--- config.mk ---
export PLATFORM = sky130hd
export DESIGN_NAME = rc_therm_decoder
export DESIGN_NICKNAME = d
export VERILOG_FILES = /design/src/rtl/rc_therm_pkg.sv /design/src/rtl/rct_line_gen.sv /design/src/rtl/rct_cell_array.sv /design/src/rtl/rct_out_reg.sv /design/src/rtl/rc_therm_decoder.sv
export SDC_FILE = /design/constraint.sdc
export NUM_CORES = 1
export LEC_CHECK = 0
export BUFFER_PORTS_ARGS = -buffer_cell sky130_fd_sc_hd__buf_2
export CAP_MARGIN = 10
export CORE_MARGIN = 1
export CORE_UTILIZATION = 49
export DETAILED_ROUTE_END_ITERATION = 8
export GPL_TIMING_DRIVEN = 1
export PLACE_DENSITY = 0.79
export SYNTH_ARGS = -nofsm -noshare
export SYNTH_HDL_FRONTEND = slang
export SYNTH_SLANG_ARGS = --single-unit
--- constraint.sdc ---
create_clock -name clk -period 1.29 [get_ports clk]
set_input_delay 0.0645 -clock clk [delete_from_list [all_inputs] [get_ports clk]]
set_output_delay 0.0645 -clock clk [all_outputs]
set_load 0.01 [all_outputs]
--- src/rtl/rc_therm_pkg.sv ---
package rc_therm_pkg;

    // Reverse the low 'w' bits of 'v'.
    function automatic int unsigned bit_rev(input int unsigned v, input int unsigned w);
        int unsigned r;
        r = 0;
        for (int unsigned i = 0; i < w; i++) begin
            if (((v >> i) & 1) != 0) r |= (1 << (w - 1 - i));
        end
        return r;
    endfunction

    // Physical position of logical (row, col) in a side x side array.
    function automatic int unsigned phys_index(input int unsigned row, input int unsigned col,
                                               input int unsigned half_w, input bit shuffle);
        int unsigned pr;
        int unsigned pc;
        pr = shuffle ? bit_rev(row, half_w) : row;
        pc = shuffle ? bit_rev(col, half_w) : col;
        return (pr << half_w) + pc;
    endfunction

endpackage

--- src/rtl/rct_line_gen.sv ---
module rct_line_gen #(
    parameter int FIELD_W = 4,
    localparam int LINES  = 1 << FIELD_W
) (
    input  logic [FIELD_W-1:0] field,
    output logic [LINES-1:0]   below,
    output logic [LINES-1:0]   at
);
    for (genvar i = 0; i < LINES; i++) begin : g_line
        assign below[i] = (FIELD_W'(i) < field);
        assign at[i]    = (FIELD_W'(i) == field);
    end

    logic [LINES-1:0] below_inc;
    assign below_inc = below + 1'b1;

    always_comb begin

        line_onehot_chk: assert ($onehot(at));

        line_therm_chk: assert ((below & below_inc) == '0);
    end
endmodule

--- src/rtl/rct_cell_array.sv ---
module rct_cell_array
    import rc_therm_pkg::*;
#(
    parameter int HALF_W     = 4,
    parameter bit SHUFFLE_EN = 1'b0,
    localparam int SIDE      = 1 << HALF_W,
    localparam int CELLS     = SIDE * SIDE
) (
    input  logic [SIDE-1:0]  row_below,
    input  logic [SIDE-1:0]  row_at,
    input  logic [SIDE-1:0]  col_below,
    output logic [CELLS-1:0] cells
);
    for (genvar r = 0; r < SIDE; r++) begin : g_row
        for (genvar c = 0; c < SIDE; c++) begin : g_col
            localparam int unsigned PIDX = phys_index(r, c, HALF_W, SHUFFLE_EN);
            assign cells[PIDX] = row_below[r] | (row_at[r] & col_below[c]);
        end
    end
endmodule

--- src/rtl/rct_out_reg.sv ---
module rct_out_reg #(
    parameter int WIDTH = 256
) (
    input  logic             clk,
    input  logic             rst,
    input  logic [WIDTH-1:0] d,
    output logic [WIDTH-1:0] q
);
    always_ff @(posedge clk) begin
        if (rst) q <= '0;
        else     q <= d;
    end


    reset_clear_chk: assert property (@(posedge clk) rst |=> (q == '0));
endmodule

--- src/rtl/rc_therm_decoder.sv ---
module rc_therm_decoder
    import rc_therm_pkg::*;
#(
    parameter int CODE_W     = 8,
    parameter bit SHUFFLE_EN = 1'b0,
    localparam int HALF_W    = CODE_W / 2,
    localparam int SIDE      = 1 << HALF_W,
    localparam int CELLS     = 1 << CODE_W
) (
    input  logic              clk,
    input  logic              rst,
    input  logic [CODE_W-1:0] code_in,
    output logic [CELLS-1:0]  cell_en
);
    typedef struct packed {
        logic [HALF_W-1:0] row;
        logic [HALF_W-1:0] col;
    } code_split_t;

    code_split_t      split;
    logic [SIDE-1:0]  row_below, row_at, col_below, col_at_unused;
    logic [CELLS-1:0] cells_next;

    assign split = code_split_t'(code_in);

    rct_line_gen #(.FIELD_W(HALF_W)) u_rows (
        .field(split.row), .below(row_below), .at(row_at)
    );

    rct_line_gen #(.FIELD_W(HALF_W)) u_cols (
        .field(split.col), .below(col_below), .at(col_at_unused)
    );

    rct_cell_array #(.HALF_W(HALF_W), .SHUFFLE_EN(SHUFFLE_EN)) u_cells (
        .row_below(row_below), .row_at(row_at), .col_below(col_below), .cells(cells_next)
    );

    rct_out_reg #(.WIDTH(CELLS)) u_oreg (
        .clk(clk), .rst(rst), .d(cells_next), .q(cell_en)
    );


    pop_match_chk: assert property (@(posedge clk) disable iff (rst)
        !$past(rst) |-> ($countones(cell_en) == int'($past(code_in))));


    mono_step_chk: assert property (@(posedge clk) disable iff (rst)
        (!$past(rst) && !$past(rst, 2) &&
         ({1'b0, $past(code_in)} == {1'b0, $past(code_in, 2)} + 1'b1))
        |-> ((cell_en & $past(cell_en)) == $past(cell_en)));


    hold_stable_chk: assert property (@(posedge clk) disable iff (rst)
        (!$past(rst) && $stable(code_in)) |=> $stable(cell_en));
endmodule

==> flow_metrics.py <==
metrics = {
    "synth": {
        "synth_edf_count": 0,
        "syn_area_per_cell_um2": 10.5,
        "syn_inst": 713,
        "synthDistinctLibCells": 51,
        "synth_flop_cell": "dfxtp_1",
        "syn-num-nets": 723,
        "synthMostInstantiatedCell": "dfxtp_1",
        "synth_common_cells": "dfxtp_1 (255), o21ai_0 (118), a21oi_1 (78), nor2_1 (42), nand2_1 (37)",
        "syn_area_um2": 7500,
        "yosys.area.top_type": "dfxtp_1",
        "synthArstFlopShare": 0,
        "ys_ff_latch": 255,
        "ys_warn_count": 0,
        "synth_top_area_frac": 0.681,
        "synthTopCellsByArea": "dfxtp_1 (68%), o21ai_0 (7.9%), a21oi_1 (5.2%)",
        "yosysSeqAreaShare": 0.681,
    },
    "cells_and_area": {
        "final_cell_area_um2": 10300,
        "nets": 1041,
        "layout.cells.non_filler": 1232,
        "largest_register": "u_oreg.q",
        "area_growth_pct": 38.0,
        "largest_reg_flops": 255,
        "drive_above_1_share": 0.390,
        "biggestRegsByFlops": "u_oreg.q x255",
        "diodes": 0,
    },
    "sta": {
        "period_share": 0.846,
        "fmax_ghz": 0.916,
        "slew_viol_final": 0,
        "hold_violations": 0,
        "min_period_ns": 1.09,
        "setup_viol": 0,
        "setup_tns_ns": 0,
        "slew_headroom": 0.627,
        "rsz0062_at_grt": "no",
        "tightest_slew_ns": 0.559,
        "hold_ws_ns": 0.0315,
    },
    "global_route": {
        "antenna_found_initial": 0,
        "grt-ovfl-total": 0,
        "grt_pass1_vias": 6330,
        "grt_max_degree": 29,
        "grt_pass1_wl_um": 35700,
        "grt_use_total": 0.297,
    },
    "detailed_routing": {
        "drc_errors": 0,
        "post_drt_wl_per_cell_um": 19.5,
        "drtPass1Iterations": 7,
        "drt-total-wl_um": 24000,
        "vias_per_cell": 5.29,
        "vias": 6519,
        "drtAntennaViolNets": 0,
        "detail_route.iter0.violations": 480,
    },
    "die": {
        "rows": 44,
        "io_pins": 266,
        "die_w_um": 126,
        "core_um2": 14800,
        "initial_utilization": 0.508,
        "dieArea_um2": 15800,
        "die_h_um": 126,
    },
    "placed_design": {
        "place_area_um2": 9450,
        "dp.cells": 1186,
        "place.gp.congestion": 0.855,
        "portBuffers": 264,
        "dp_hpwl_um": 16900,
    },
    "clock_network": {
        "postCtsSetupBuffers": 0,
        "ctsLongestPathBuffers": 3,
        "root_buffer": "clkbuf_16",
        "cts_buffers": 24,
        "clkSinkCount": 255,
        "clk_pin_slew_ns": 0.07,
        "cts_max_level": 1,
        "cts_tree": "built",
    },
    "critical_path": {
        "cpPeakStageDelay_ns": 0.35,
        "arrival_ns": 1.03,
        "startpoint_type": "flip-flop",
        "critPathBufInv": 1,
        "path_max_fanout": 1,
        "crit_family": "flip-flops",
        "crit_chain": "buf_2",
        "worstSetupPathType": "reg -> out",
        "end_kind": "output port",
        "required_ns": 1.23,
        "critPathSlowestCell": "dfxtp_1",
    },
    "power_and_ir_drop": {
        "p_per_area_nw_per_um2": 1720,
        "power.leakage_nw": 5.13,
        "peakVddDrop_mv": 1.10,
    },
    "flow_run": {
        "drv_cap": 0,
    },
    "min_path": {
        "hp-class": "in -> reg",
    },
    "status": {
        "outcome": "finished, final reports clean",
    },
}
## layer usage
| metal | global-route usage | wire [um] | vias to the layer above |
|---|---|---|---|
| li1 | - | - | 3020 |
| met1 | 0.364 | 9310 | 3066 |
| met2 | 0.509 | 11700 | 372 |
| met3 | 0.0701 | 2190 | 61 |
| met4 | 0.105 | 805 | 0 |
| met5 | 0 | 0 | - |
## logic make-up after synthesis
| kind of cell | Yosys count | share of synthesized area |
|---|---|---|
| other cells | 1 | 0.000500 |
| flops | 255 | 0.681 |
| compound gates | 235 | 0.169 |
| buf+inv | 84 | 0.0529 |
| simple gates | 138 | 0.0973 |
## where the power goes
group          internal (W)  switching (W)  total, W  leakage (nW)
Combinational      0.000671        0.00109   0.00176          2.59
Clock               0.00467        0.00286   0.00753         0.430
Sequential          0.00834       0.000131   0.00847          2.12
## cell type report
cell class	instances	area [um2]
clock buffer	33	716
clock inverter	10	153
fill	1111	4410
inverter	21	78.8
multi-input combinational	374	2000
sequential	255	5100
tap	184	230
timing repair buffer	355	2060
## metrics by stage
step	util	power, W	setup WS, ns
after floorplan	-	0.00945	0.124
after global placement	0.640	0.0103	-0.00494
after global routing	0.701	0.0183	0.124
after detailed placement	0.640	0.0104	-0.0665
final	0.701	0.0178	0.198
after CTS	0.701	0.0178	0.188
## placed cells by master, fill, tap and decap left out, drive strengths merged, types with 4 or more instances in the layout
cell,Yosys,routed
a21o,6,6
a21oi,79,79
and2,4,4
buf,41,352
bufinv,0,4
clkbuf,22,33
clkinv,0,5
dfxtp,255,255
inv,21,21
nand2,37,37
nand2b,9,9
nand3,8,8
nand3b,4,4
nand4b,5,5
nor2,42,42
nor3,4,4
o21ai,127,127
o21bai,4,4
o31ai,9,9
or2,10,10
## final timing paths
path	startpoint	to	slack, ns	cells after the start
worst max-delay path	u_oreg.q[91]	cell_en[91]	0.20	1
worst min-delay path	code_in[4]	u_oreg.q[221]	0.03	3
## timing repair
item,CTS,global route
hold buffers,3,0
endpoints found under the setup margin,0,0
endpoints found under the hold margin,6,0
resized for setup,0,0
Note: power is estimated with default switching activity, not from simulation.
